**config.mk**
```make
export PLATFORM = sky130hd
export DESIGN_NAME = bkpt_unit
export DESIGN_NICKNAME = d
export VERILOG_FILES = /design/src/rtl/bkpt_pkg.sv /design/src/rtl/bkpt_ctrl_reg.sv /design/src/rtl/bkpt_comparator.sv /design/src/rtl/bkpt_read_mux.sv /design/src/rtl/bkpt_unit.sv
export SDC_FILE = /design/constraint.sdc
export NUM_CORES = 1
export LEC_CHECK = 0
export BUFFER_PORTS_ARGS = -buffer_cell sky130_fd_sc_hd__clkbuf_2
export CAP_MARGIN = 20
export CORE_MARGIN = 2
export CORE_UTILIZATION = 57
export CTS_CLUSTER_DIAMETER = 150
export DETAILED_ROUTE_END_ITERATION = 10
export HOLD_SLACK_MARGIN = 0.15
export PLACE_DENSITY = 0.82
export RECOVER_POWER = 50
export SYNTH_ARGS = -nofsm -noshare
export SYNTH_HDL_FRONTEND = slang
export SYNTH_SLANG_ARGS = --single-unit
export TNS_END_PERCENT = 30
```
**constraint.sdc**
```tcl
create_clock -name clk -period 1.7 [get_ports clk]
set_input_delay 0.255 -clock clk [delete_from_list [all_inputs] [get_ports clk]]
set_output_delay 0.255 -clock clk [all_outputs]
set_load 0.01 [all_outputs]
```
**src/rtl/bkpt_pkg.sv**
```systemverilog
package bkpt_pkg;

    localparam int DATA_W       = 32;
    localparam int CMP_LO       = 2;
    localparam int CMP_HI       = 28;
    localparam int CMP_AW       = CMP_HI - CMP_LO + 1;
    localparam int CTRL_EN_BIT  = 0;
    localparam int CTRL_KEY_BIT = 1;
    localparam int CNT_LO       = 4;
    localparam int CNT_W        = 4;
    localparam int CMP_EN_BIT   = 0;
    localparam int FIRST_CMP_IDX = 2;   // word index of comparator 0 (byte 0x8)

    // bit 30 (sel[0]) accepts the upper half, bit 31 (sel[1]) the lower half
    typedef enum logic [1:0] {
        HW_NONE   = 2'b00,
        HW_HIGH   = 2'b01,
        HW_LOW    = 2'b10,
        HW_EITHER = 2'b11
    } hw_sel_e;

    typedef struct packed {
        hw_sel_e            sel;
        logic [CMP_AW-1:0]  addr;
        logic               en;
    } cmp_cfg_t;

    typedef struct packed {
        logic               valid;
        logic [DATA_W-1:0]  addr;
        logic [1:0]         hw;      // [1] upper half valid, [0] lower half valid
    } fetch_t;

    function automatic cmp_cfg_t cfg_unpack(input logic [DATA_W-1:0] w);
        cmp_cfg_t c;
        c.sel  = hw_sel_e'(w[31:30]);
        c.addr = w[CMP_HI:CMP_LO];
        c.en   = w[CMP_EN_BIT];
        return c;
    endfunction

    function automatic logic [DATA_W-1:0] cfg_pack(input cmp_cfg_t c);
        logic [DATA_W-1:0] w;
        w                 = '0;
        w[31:30]          = c.sel;
        w[CMP_HI:CMP_LO]  = c.addr;
        w[CMP_EN_BIT]     = c.en;
        return w;
    endfunction

    function automatic logic half_ok(input hw_sel_e s, input logic [1:0] hw);
        logic [1:0] sb;
        sb = s;
        return (sb[0] & hw[1]) | (sb[1] & hw[0]);
    endfunction

    function automatic logic [DATA_W-1:0] ctrl_pack(input logic en, input logic [CNT_W-1:0] n);
        logic [DATA_W-1:0] w;
        w                       = '0;
        w[CTRL_EN_BIT]          = en;
        w[CNT_LO +: CNT_W]      = n;
        return w;
    endfunction

endpackage

```
**src/rtl/bkpt_ctrl_reg.sv**
```systemverilog
module bkpt_ctrl_reg
    import bkpt_pkg::*;
#(
    parameter int NUM_CMP = 4
) (
    input  logic              clk,
    input  logic              rst,
    input  logic              wr_sel,
    input  logic [DATA_W-1:0] wdata,
    output logic              global_en,
    output logic [DATA_W-1:0] rd_word
);
    localparam logic [CNT_W-1:0] CNT_VAL = CNT_W'(NUM_CMP);

    logic en_q;

    always_ff @(posedge clk) begin
        if (rst)
            en_q <= 1'b0;
        else if (wr_sel && wdata[CTRL_KEY_BIT])
            en_q <= wdata[CTRL_EN_BIT];
    end

    assign global_en = en_q;
    assign rd_word   = ctrl_pack(en_q, CNT_VAL);

    // a write without the key leaves the enable untouched
    a_r2_keyless_write_dropped: assert property (@(posedge clk) disable iff (rst)
        (wr_sel && !wdata[CTRL_KEY_BIT]) |=> $stable(global_en));

    // key bit never reads back and the count field is fixed
    a_r3_ctrl_readback_shape: assert property (@(posedge clk) disable iff (rst)
        (rd_word[CTRL_KEY_BIT] == 1'b0) && (rd_word[CNT_LO +: CNT_W] == CNT_VAL));

endmodule

```
**src/rtl/bkpt_comparator.sv**
```systemverilog
module bkpt_comparator
    import bkpt_pkg::*;
(
    input  logic              clk,
    input  logic              rst,
    input  logic              wr_sel,
    input  logic [DATA_W-1:0] wdata,
    input  fetch_t            fetch,
    output logic              hit,
    output logic [DATA_W-1:0] rd_word
);
    cmp_cfg_t cfg_q;
    logic     addr_eq;
    logic     half_eq;

    always_ff @(posedge clk) begin
        if (rst)
            cfg_q <= '0;
        else if (wr_sel)
            cfg_q <= cfg_unpack(wdata);
    end

    assign addr_eq = (fetch.addr[CMP_HI:CMP_LO] == cfg_q.addr);
    assign half_eq = half_ok(cfg_q.sel, fetch.hw);
    assign hit     = fetch.valid && cfg_q.en && addr_eq && half_eq;
    assign rd_word = cfg_pack(cfg_q);

    // a write lands in the fields, reserved bits 29 and 1 stay clear
    a_r4_write_loads_fields: assert property (@(posedge clk) disable iff (rst)
        wr_sel |=> (rd_word[31:30] == $past(wdata[31:30])) &&
                   (rd_word[CMP_HI:CMP_LO] == $past(wdata[CMP_HI:CMP_LO])) &&
                   (rd_word[0] == $past(wdata[0])) && (rd_word[29] == 1'b0) && (rd_word[1] == 1'b0));

    // selector 2'b00 never produces a hit
    a_r7_none_sel_silent: assert property (@(posedge clk) disable iff (rst)
        (rd_word[31:30] == 2'b00) |-> !hit);

endmodule

```
**src/rtl/bkpt_read_mux.sv**
```systemverilog
module bkpt_read_mux
    import bkpt_pkg::*;
#(
    parameter int NUM_CMP = 4,
    parameter int IDX_W   = 6
) (
    input  logic                           clk,
    input  logic                           rst,
    input  logic                           re,
    input  logic [IDX_W-1:0]               idx,
    input  logic [DATA_W-1:0]              ctrl_word,
    input  logic [NUM_CMP-1:0][DATA_W-1:0] cmp_words,
    output logic [DATA_W-1:0]              rdata
);
    logic [DATA_W-1:0] sel_word;
    logic              mapped;

    always_comb begin
        sel_word = '0;
        mapped   = 1'b0;
        if (idx == '0) begin
            sel_word = ctrl_word;
            mapped   = 1'b1;
        end
        for (int k = 0; k < NUM_CMP; k++) begin
            if (idx == IDX_W'(k + FIRST_CMP_IDX)) begin
                sel_word = cmp_words[k];
                mapped   = 1'b1;
            end
        end
    end

    always_ff @(posedge clk) begin
        if (rst)
            rdata <= '0;
        else if (re && mapped)
            rdata <= sel_word;
        else
            rdata <= '0;
    end

    // reads of holes return zero
    a_r5_hole_reads_zero: assert property (@(posedge clk) disable iff (rst)
        (re && !mapped) |=> (rdata == '0));

endmodule

```
**src/rtl/bkpt_unit.sv**
```systemverilog
module bkpt_unit
    import bkpt_pkg::*;
#(
    parameter int NUM_CMP = 4,
    parameter int REG_AW  = 8
) (
    input  logic              clk,
    input  logic              rst,
    input  logic [REG_AW-1:0] reg_addr,
    input  logic [31:0]       reg_wdata,
    input  logic              reg_we,
    input  logic              reg_re,
    output logic [31:0]       reg_rdata,
    input  logic              fetch_valid,
    input  logic [31:0]       fetch_addr,
    input  logic [1:0]        fetch_hw,
    output logic              bkpt_req
);
    localparam int IDX_W = REG_AW - 2;

    logic [IDX_W-1:0]               word_idx;
    logic                           ctrl_wr;
    logic                           global_en;
    logic [DATA_W-1:0]              ctrl_word;
    logic [NUM_CMP-1:0]             cmp_wr;
    logic [NUM_CMP-1:0]             cmp_hit;
    logic [NUM_CMP-1:0][DATA_W-1:0] cmp_words;
    fetch_t                         fetch;
    logic                           req_q;

    assign word_idx    = reg_addr[REG_AW-1:2];
    assign ctrl_wr     = reg_we && (word_idx == '0);
    assign fetch.valid = fetch_valid;
    assign fetch.addr  = fetch_addr;
    assign fetch.hw    = fetch_hw;

    bkpt_ctrl_reg #(.NUM_CMP(NUM_CMP)) ctrl_i (
        .clk       (clk),
        .rst       (rst),
        .wr_sel    (ctrl_wr),
        .wdata     (reg_wdata),
        .global_en (global_en),
        .rd_word   (ctrl_word)
    );

    for (genvar k = 0; k < NUM_CMP; k++) begin : g_cmp
        assign cmp_wr[k] = reg_we && (word_idx == IDX_W'(k + FIRST_CMP_IDX));

        bkpt_comparator cmp_i (
            .clk     (clk),
            .rst     (rst),
            .wr_sel  (cmp_wr[k]),
            .wdata   (reg_wdata),
            .fetch   (fetch),
            .hit     (cmp_hit[k]),
            .rd_word (cmp_words[k])
        );
    end

    bkpt_read_mux #(.NUM_CMP(NUM_CMP), .IDX_W(IDX_W)) rmux_i (
        .clk       (clk),
        .rst       (rst),
        .re        (reg_re),
        .idx       (word_idx),
        .ctrl_word (ctrl_word),
        .cmp_words (cmp_words),
        .rdata     (reg_rdata)
    );

    always_ff @(posedge clk) begin
        if (rst)
            req_q <= 1'b0;
        else
            req_q <= global_en && (|cmp_hit);
    end

    assign bkpt_req = req_q;

    // a request needs the unit enable in the fetch cycle
    a_r8_req_needs_enable: assert property (@(posedge clk) disable iff (rst)
        bkpt_req |-> $past(global_en));

    // a request follows a valid fetch by one edge
    a_r9_req_after_valid: assert property (@(posedge clk) disable iff (rst)
        bkpt_req |-> $past(fetch_valid));

    // no read strobe, no read data
    a_r10_idle_rdata_zero: assert property (@(posedge clk) disable iff (rst)
        !$past(reg_re) |-> (reg_rdata == '0));

endmodule

```
== Yosys cells after proc, flatten, opt, wreduce, memory -nomap -nowiden ==
Cells that the tools add are included.
W data, S select, Z words.

* Input bits: 79
* Word-level logic and storage cells: 71
* Register bits: 154

* Reduce and logical (&&, ||, !) cells: 24
* Equal/unequal tests: 8
* Bitwise logic cells: 13
* Mux-type cells: 10

{| class="wikitable"
|+ Operators with widths
! cell !! number
|-
| $mux W32 || 4
|-
| $eq A27 B27 Y1 || 4
|-
| $logic_and A1 B1 Y1 || 20
|-
| $eq A6 B2 Y1 const B || 2
|-
| $eq A6 B3 Y1 const B || 2
|-
| $and A1 B1 Y1 || 8
|-
| $mux W7 || 1
|-
| $logic_not A6 Y1 || 1
|-
| $reduce_or A6 Y1 || 1
|-
| $mux W1 || 5
|-
| $or A1 B1 Y1 || 4
|-
| $reduce_or A4 Y1 || 1
|-
| $reduce_or A2 Y1 || 1
|-
| $not A1 Y1 || 1
|}

== Logic depth before layout (Yosys ltp) ==
Gate-level depths: netlist (run 1).

* Word-level depth: 9
* Mapped depth: 8
* Mapped depth without buffers: 5

== Cells and area by module ==
Synthesis (run 1) repeated with hierarchy kept, for this count alone.

* Cells, all modules: 813
* Area total of the unflattened synthesis: 8152.8 um^2

{| class="wikitable"
|+ By module, submodules not included
! module !! sequential area each (um^2) !! instances !! cells an instance !! area an instance (um^2)
|-
| bkpt_comparator || 600.6 || 4 || 139 || 1376.3
|-
| bkpt_read_mux || 640.6 || 1 || 207 || 2247.2
|-
| bkpt_ctrl_reg || 20.0 || 1 || 38 || 291.5
|-
| bkpt_unit || 20.0 || 1 || 12 || 108.9
|}

== Worst setup path before layout (run 1) ==
Ideal clock, no wire load.

* Path kind: in2reg
* From: in fetch_addr[21]
* To: reg req_q, in the netlist bkpt_req
* Stages on the path: 6
* Slack: 119 ps
* Buffers on the path: 1
* Required time: 1623 ps
* Arrival: 1504 ps
* Path through: clkbuf_2 -> xor2_1 -> nor4_1 -> nand4_1 -> or4_1 -> a41oi_2

* Longest elaborated chain between the ends: 5
* Elaborated cells on any way between the ends: 14

{| class="wikitable"
|+ RTL lines
! what !! line !! text
|-
| from (decl) || bkpt_unit.sv:15 || <nowiki>input logic [31:0] fetch_addr,</nowiki>
|-
| $eq A27 B27 Y1 || bkpt_comparator.sv:23 || <nowiki>assign addr_eq = (fetch.addr[CMP_HI:CMP_LO] == cfg_q.addr);</nowiki>
|-
| $logic_and A1 B1 Y1 (2 in series) || bkpt_comparator.sv:25 || <nowiki>assign hit = fetch.valid && cfg_q.en && addr_eq && half_eq;</nowiki>
|-
| $reduce_or A4 Y1 (*) || bkpt_unit.sv:74 || <nowiki>req_q <= global_en && (|cmp_hit);</nowiki>
|-
| $logic_and A1 B1 Y1 (*) || bkpt_unit.sv:74 ||
|-
| to (signal assigned) || bkpt_unit.sv:74 ||
|-
| to (decl) || bkpt_unit.sv:29 || <nowiki>logic req_q;</nowiki>
|}

Every way passes the cells marked *; elsewhere a longest branch is shown, timed or not.
A chain may end at the register's enable or synchronous reset.

== Worst setup path after layout (run 1) ==
* From: reg g_cmp[3].cmp_i.cfg_q, in the netlist g_cmp[3].cmp_i.rd_word[13]
* To: reg req_q, in the netlist bkpt_req

* Longest elaborated chain between the ends: 5

{| class="wikitable"
|+ RTL lines
! what !! line !! text
|-
| from (decl) || bkpt_comparator.sv:12 || <nowiki>cmp_cfg_t cfg_q;</nowiki>
|-
| from (signal assigned) || bkpt_comparator.sv:20 || <nowiki>cfg_q <= cfg_unpack(wdata);</nowiki>
|-
| $eq A27 B27 Y1 || bkpt_comparator.sv:23 ||
|-
| $logic_and A1 B1 Y1 (2 in series) || bkpt_comparator.sv:25 ||
|-
| $reduce_or A4 Y1 || bkpt_unit.sv:74 ||
|-
| $logic_and A1 B1 Y1 || bkpt_unit.sv:74 ||
|}

Every way passes these cells.

==> reports/results.md, run 1 <==
| Quantity | Value |
|---|---|
| Avg Inst Size Synth | 7.96 µm² |
| Portion of netlist area occupied by mux cells | 0.281% |
| Endpoint type of the worst setup path | flip-flop |
| CP required | 2.06 ns |
| Sequential area share after synthesis | 42.7% |
| Starting DRC count in detailed routing | 1134 |
| Leading area contributor after synthesis | sky130_fd_sc_hd__dfxtp_1 |
| Maximum net fanout on the critical path | 3 |
| Number of buffers created by CTS | 17 |
| Critical Path Source Type | flip-flop |
| First-pass GRT wire length | 37.4 mm |
| Worst setup path category | reg2reg |
| Fill count | 923 |
| Vias | 7355 |
| Clock tree from TritonCTS | done |
| I/O Pins | 112 |
| Largest buffer count on any clock path | 2 |
| Post-route insts no fill | 1232 |
| Post-synthesis xor/xnor area fraction | 12.9% |
| Final GP Congestion | 0.966 |
| Initial antenna violation count | 0 |
| Port Buf Inserts | 101 |
| Net count, final | 1130 |
| H-Tree Level Count | 4 |
| Worst setup skew after layout | 0.00573 ns |
| Number of pins exceeding their max-slew limit in the final report | 0 |
| Detailed Place HPWL | 16.4 mm |
| Leak | 0.00344 µW |
| Total Wirelength | 24.4 mm |
| Largest net degree at the start of global routing | 123 |
| Post-synthesis to final-layout area growth | 26.7% |
| Effective utilization at floorplan | 58.8% |
| Summed instance area of the synthesized netlist | 7130 µm² |
| DRC Markers | 0 |
| Main flop type after synthesis | sky130_fd_sc_hd__dfxtp_1 |
| Worst-case setup margin in the final layout | -0.0567 ns |
| Die Area | 13400 µm² |
| Psw | 1910 µW |
| Skew-Pair Late Insertion Delay | 0.43 ns |
| Worst setup slack after placement | -0.101 ns |
| Fraction of final layout cells with drive strength greater than 1 | 17.9% |
| Unrepaired setup endpoints after global routing | yes |
| Synth Instances | 895 |
| Setup TNS | -0.0567 ns |
| Number of clock sinks seen by CTS | 152 |
| Adder-cell share of the synthesized area | 0% |
| # rows | 40 |
| Min-delay worst type | in2reg |
| Cells taking the most area after synthesis | sky130_fd_sc_hd__dfxtp_1, sky130_fd_sc_hd__nand2_1, sky130_fd_sc_hd__a21oi_1, sky130_fd_sc_hd__xnor2_1, sky130_fd_sc_hd__xor2_1 |
| Highest achievable clock rate | 569 MHz |
| Number of iterations in the first detailed-routing pass | 9 |
| Max cap viols | 0 |
| Share of the synthesized area in compound gates (AO/OA/AOI/OAI) | 19.2% |
| Status | finished with violations |
| Normalized max-slew margin | 60.3% |
| Synth cell count leaders | sky130_fd_sc_hd__nand2_1, sky130_fd_sc_hd__dfxtp_1, sky130_fd_sc_hd__a21oi_1, sky130_fd_sc_hd__xnor2_1, sky130_fd_sc_hd__clkbuf_1 |
| Detail-routed via count per cell | 5.97 |
| Synthesized-area fraction occupied by and/or/nand/nor cells | 19.6% |
| Combinational share of power | 8.2% |
| Area of the core | 12100 µm² |
| Reg power frac | 44.0% |
| Failing checks | negative setup slack |
| Wire per inst | 19.8 µm |
| Warning count from the yosys run | 0 |
| Number of synthesized flops with an enable pin | 0 |
| Fraction of synthesized cell area taken by the top area cell type | 42.7% |
| Flip-flop and latch count after synthesis | 152 |
| Final Core Density | 74.5% |
| Fin crit share | 103% |
| Internal power | 6230 µW |
| Top-count cell post-synth | sky130_fd_sc_hd__nand2_1 |
| Final number of hold-violating endpoints | 0 |
| Global Route Usage Sum | 37.1% |
| Remaining antenna violation count after routing | 0 |
| Distinct cells, synth | 39 |
| Data arrival time at the worst-slack endpoint | 2.12 ns |
| CTS root buffer | sky130_fd_sc_hd__clkbuf_16 |
| Worst hold slack | 0.205 ns |
| Clock slew at the register clock pins of the worst setup and hold paths | 0.06 ns |
| Dominant combinational cell family by area after synthesis | simple AND/OR/NAND/NOR gates |
| Ratio of total power to cell area | 902 nW/µm² |
| Async set or reset register ratio after synthesis | 0% |
| Number of global-route vias before repair | 7116 |
| Largest voltage drop on the vdd net | 0.888 mV |
| Net Sw Frac | 23.5% |
| Number of setup violations in the final report | 1 |
| Number of antenna diodes | 0 |
| Footprint of the flip-flops and latches | 3050 µm² |
| Clk network pwr share | 47.8% |
| Worst-margin pin slew | 0.595 ns |
| Number of instances in the placed design | 1169 |
| GR Overflow Total | 0 |
| Area of the multi-input gates | 3740 µm² |
| Overall die width | 116 µm |
| Die height | 116 µm |
| Post-route minimum period | 1.76 ns |
[cell type report]
class                   instances  area share [%]
multi-input cells             664            41.4
clock inverters                12            1.66
flip-flops and latches        152            33.8
repair buffers                212            15.6
inverters                       4           0.166
clock buffers                  20            5.06
well taps                     168            2.33
[kinds of logic (layout without fill, tap and decap cells)]
family	after synthesis	in the layout
and+or+nand+nor	333	333
AOI/OAI and AO/OA	222	222
DFF	152	152
xor gates and xnor gates	105	105
buffers and inverters	80	248
muxes	2	2
other	1	2
[routing by layer]
layer	GRT usage, %	routed length (µm)
met5	0	0
met4	18.3	1200
met3	10.7	2670
met2	60.9	11500
met1	44.6	9100
[worst max-delay path, cell delays in order, from the launching register on]
cell                      delay [ns]
sky130_fd_sc_hd__dfxtp_2        0.34
sky130_fd_sc_hd__xor2_1         0.16
sky130_fd_sc_hd__nor4_1         0.36
sky130_fd_sc_hd__nand4_1        0.16
sky130_fd_sc_hd__or4_4          0.53
sky130_fd_sc_hd__a41oi_2        0.13
[cells in the final DEF, fill, tap and decap left out, types with 20 or more instances in the layout]
cell                            count
sky130_fd_sc_hd__xnor2_1           65
sky130_fd_sc_hd__clkbuf_1          35
sky130_fd_sc_hd__clkbuf_2          78
sky130_fd_sc_hd__nand4_1           20
sky130_fd_sc_hd__a21o_1            28
sky130_fd_sc_hd__a222oi_1          28
sky130_fd_sc_hd__xor2_1            39
sky130_fd_sc_hd__o21ai_0           29
sky130_fd_sc_hd__buf_4             64
sky130_fd_sc_hd__dfxtp_1          148
sky130_fd_sc_hd__nand2_1          246
sky130_fd_sc_hd__dlygate4sd3_1     30
sky130_fd_sc_hd__nor2_1            29
sky130_fd_sc_hd__a21oi_1          125
[worst paths after layout]
kind | cells past startpoint | start | end | slack, ns
setup / recovery | 5 | g_cmp[3].cmp_i.rd_word[13] | bkpt_req | -0.06
hold / removal | 4 | reg_wdata[1] | ctrl_i.global_en | 0.20
setup reg to reg | 5 | g_cmp[3].cmp_i.rd_word[13] | bkpt_req | -0.06
hold reg to reg | 2 | g_cmp[1].cmp_i.rd_word[31] | g_cmp[1].cmp_i.rd_word[31] | 0.47
[sequential cells by signal, indices dropped and copies added, names as in the netlist]
signal / cells
bkpt_req: 1
ctrl_i.global_en: 1
g_cmp.cmp_i.rd_word: 120
rmux_i.rdata: 30
[stage by stage]
step	power [µW]	instance area, µm²
global placement	4240	8150
CTS	8120	9070
global route	8320	9030
detailed placement	4240	8150
floorplan	3930	7130
finish	8140	9030
[power groups by stage]
stage	combinational (µW)	clock [µW]	sequential, µW
3_3_place_gp	573	0	3660
2_1_floorplan	266	0	3660
6_report	665	3890	3580
4_1_cts	639	3890	3580
3_5_place_dp	577	0	3660
5_1_grt	693	4040	3580
[timing repair]
action | 4_1_cts | 5_1_grt
setup buffers | 1 | 0
resized for setup | 2 | 8
hold buffers | 30 | 0
pin swaps | 4 | 6
setup endpoints to repair | 1 | 1
hold endpoints to repair | 120 | 0
(Power assumes the default switching activity.)
==> run 2: changes to the inputs <==
--- a/config.mk
+++ b/config.mk
@@ -8,11 +8,11 @@
 export BUFFER_PORTS_ARGS = -buffer_cell sky130_fd_sc_hd__clkbuf_2
 export CAP_MARGIN = 20
 export CORE_MARGIN = 2
-export CORE_UTILIZATION = 57
+export CORE_UTILIZATION = 51
 export CTS_CLUSTER_DIAMETER = 150
 export DETAILED_ROUTE_END_ITERATION = 10
 export HOLD_SLACK_MARGIN = 0.15
-export PLACE_DENSITY = 0.82
+export PLACE_DENSITY = 0.78
 export RECOVER_POWER = 50
 export SYNTH_ARGS = -nofsm -noshare
 export SYNTH_HDL_FRONTEND = slang
==> constraint.sdc (replaced) <==
create_clock -name clk -period 1.4 [get_ports clk]
set_input_delay 0.21 -clock clk [delete_from_list [all_inputs] [get_ports clk]]
set_output_delay 0.21 -clock clk [all_outputs]
set_load 0.01 [all_outputs]
==> reports/results.md, run 2 (synthesis gave the netlist of run 1 again) <==
| Quantity | Value | Delta |
|---|---|---|
| Met2 layer wire length in the routed design | 11.4 mm | -0.41% |
| Number of instances in the placed design | 1226 | +4.9% |
| Fill count | 1139 | +23% |
| Most common cell after layout, fill and taps aside | sky130_fd_sc_hd__nand2_1 |  |
| Number of pins exceeding their max-slew limit in the final report | 0 | unchanged |
| H-Tree Level Count | 4 | unchanged |
| Min-delay worst type | in2reg |  |
| Reg2reg setup slack | -0.23 ns | -0.18 ns |
| # rows | 43 | +7.5% |
| Skew-Pair Late Insertion Delay | 0.43 ns | about the same |
| Min-Delay Startpoint | reg_wdata[1] |  |
| Post-route minimum period | 1.63 ns | -0.124 ns |
| Post-route insts no fill | 1288 | +4.5% |
| Fin crit share | 117% | +13 points |
| Number of iterations in the first detailed-routing pass | 6 | -3 |
| Total power | 9990 µW | +23% |
| Initial antenna violation count | 0 | unchanged |
| Worst-case setup margin in the final layout | -0.233 ns | -0.176 ns |
| Vias | 7567 | +2.9% |
| Clock tree from TritonCTS | done |  |
| Number of antenna diodes | 0 | unchanged |
| Largest net degree at the start of global routing | 82 | -33% |
| Routed metal-1 wirelength | 9.61 mm | +5.7% |
| Largest buffer count on any clock path | 2 | unchanged |
| Wire per inst | 19.6 µm | -1.1% |
| Detailed Place HPWL | 17.7 mm | +8.1% |
| Unrepaired setup endpoints after global routing | yes |  |
| Highest achievable clock rate | 612 MHz | +7.6% |
| Overall die width | 122 µm | +5.5% |
| Final number of hold-violating endpoints | 0 | unchanged |
| Worst setup path category | reg2reg |  |
| GR Overflow Total | 0 | unchanged |
| Data arrival time at the worst-slack endpoint | 1.99 ns | -0.13 ns |
| Number of buffers created by CTS | 17 | unchanged |
| Largest voltage drop on the vdd net | 0.736 mV | -17% |
| Leak | 0.00368 µW | +7.1% |
| Highest-count cells in the layout ignoring fill and taps | sky130_fd_sc_hd__nand2_1, sky130_fd_sc_hd__dfxtp_1, sky130_fd_sc_hd__a21oi_1, sky130_fd_sc_hd__buf_4, sky130_fd_sc_hd__clkbuf_2 |  |
| Endpoint type of the worst setup path | flip-flop |  |
| Number of cells on the worst reg-to-reg path | 5 | unchanged |
| Starting DRC count in detailed routing | 1313 | +16% |
| Number of clock sinks seen by CTS | 152 | unchanged |
| Total met3 wirelength after detailed routing | 2.79 mm | +4.6% |
| Worst setup skew after layout | 0.00818 ns | +0.00245 ns |
| Max cap viols | 0 | unchanged |
| Maximum net fanout on the critical path | 3 | unchanged |
| Footprint of the flip-flops and latches | 3050 µm² | about the same |
| Fraction of final layout cells with drive strength greater than 1 | 20.9% | +3.1 points |
| Launching instance or port of the critical path | g_cmp[3].cmp_i.rd_word[28] |  |
| Remaining antenna violation count after routing | 0 | unchanged |
| Number of setup violations in the final report | 57 | +56 |
| Port Buf Inserts | 101 | unchanged |
| Die Area | 14900 µm² | +11% |
| First-pass GRT wire length | 38.4 mm | +2.6% |
| Ratio of total power to cell area | 1060 nW/µm² | +18% |
| Die height | 122 µm | +5.5% |
| Detail-routed via count per cell | 5.88 | -1.6% |
| CP required | 1.76 ns | -0.30 ns |
| Global Route Usage Sum | 34.2% | -2.8 points |
| CTS root buffer | sky130_fd_sc_hd__clkbuf_16 |  |
| Failing checks | negative setup slack |  |
| Status | finished with violations |  |
| DRC Markers | 0 | unchanged |
| I/O Pins | 112 | unchanged |
| Effective utilization at floorplan | 51.7% | -7.1 points |
| Top sig layer | met4 |  |
| Final GP Congestion | 1.04 | +7.8% |
| Total Wirelength | 25.3 mm | +3.4% |
| Area of the core | 13800 µm² | +14% |
| Net count, final | 1174 | +3.9% |
| Instance count along the most critical hold path | 4 | unchanged |
| Hold Path End | ctrl_i.global_en |  |
| Area of the multi-input gates | 3750 µm² | +0.17% |
| Reg2reg end | bkpt_req |  |
| Number of global-route vias before repair | 7159 | +0.60% |
| Flip-flop count of the largest register, all copies and words added | 120 | unchanged |
| Clock slew at the register clock pins of the worst setup and hold paths | 0.06 ns | about the same |
| Startpoint of the worst register-to-register path | g_cmp[3].cmp_i.rd_word[28] |  |
| Critical Path Source Type | flip-flop |  |
| Post-synthesis to final-layout area growth | 32.3% |  |
==> run 2: how the worst max path moves through the flow <==
stage	endpoint	slack (ns)
after floorplan	bkpt_req	-0.12
after global placement	rmux_i.rdata[15]	-0.28
after detailed placement	g_cmp[1].cmp_i.rd_word[10]	-0.32
after CTS	bkpt_req	-0.22
after global routing	bkpt_req	-0.28
final	bkpt_req	-0.23
==> run 2: per-layer routing <==
| layer | vias up | GRT usage (%) |
|---|---|---|
| met4 | 0 | 19.1 |
| met1 | 3486 | 42.9 |
| met5 | - | 0 |
| li1 | 3451 | - |
| met2 | 512 | 54.2 |
| met3 | 118 | 8.22 |
==> run 2: power by group <==
group,switching [µW],total [µW],internal [µW]
combinational,488,863,375
clock,1790,4780,2990
sequential,12.9,4350,4340
==> run 2: worst max-delay path, cell delays in order, from the launching register on <==
cell and delay (ns):
sky130_fd_sc_hd__dfxtp_2 0.33, sky130_fd_sc_hd__xor2_1 0.18, sky130_fd_sc_hd__nor4_1 0.35, sky130_fd_sc_hd__nand4_1 0.14, sky130_fd_sc_hd__or4_4 0.43, sky130_fd_sc_hd__a41oi_2 0.13
==> run 2: metrics by stage <==
stage / setup slack (ns) / utilization (%) / hold slack (ns) / TNS [ns] / cell area, µm²
global route: -0.283 / 68.4 / 0.181 / -9.80 / 9430
CTS: -0.220 / 68.8 / 0.160 / -0.220 / 9480
finish: -0.233 / 68.4 / 0.173 / -2.75 / 9430
global placement: -0.278 / 62.1 / 0.460 / -27.80 / 8560
detailed placement: -0.317 / 62.1 / 0.462 / -33.27 / 8560
floorplan: -0.121 / - / 0.346 / -0.143 / 7150
==> run 2: area by class of cell <==
cell class / instances / share of cell area, %
clock buffers: 25 / 5.26
well taps: 180 / 2.39
clock inverters: 7 / 1.22
flip-flops and latches: 152 / 32.3
multi-input cells: 664 / 39.7
inverters: 4 / 0.159
repair buffers: 256 / 18.9
==> run 2: what timing repair did <==
item	CTS	global route
gates cloned	0	0
gates resized for setup	1	9
endpoints found under the hold margin	121	0
pin swaps	2	3
hold buffers	30	0
endpoints found under the setup margin	1	5
buffers inserted	0	0
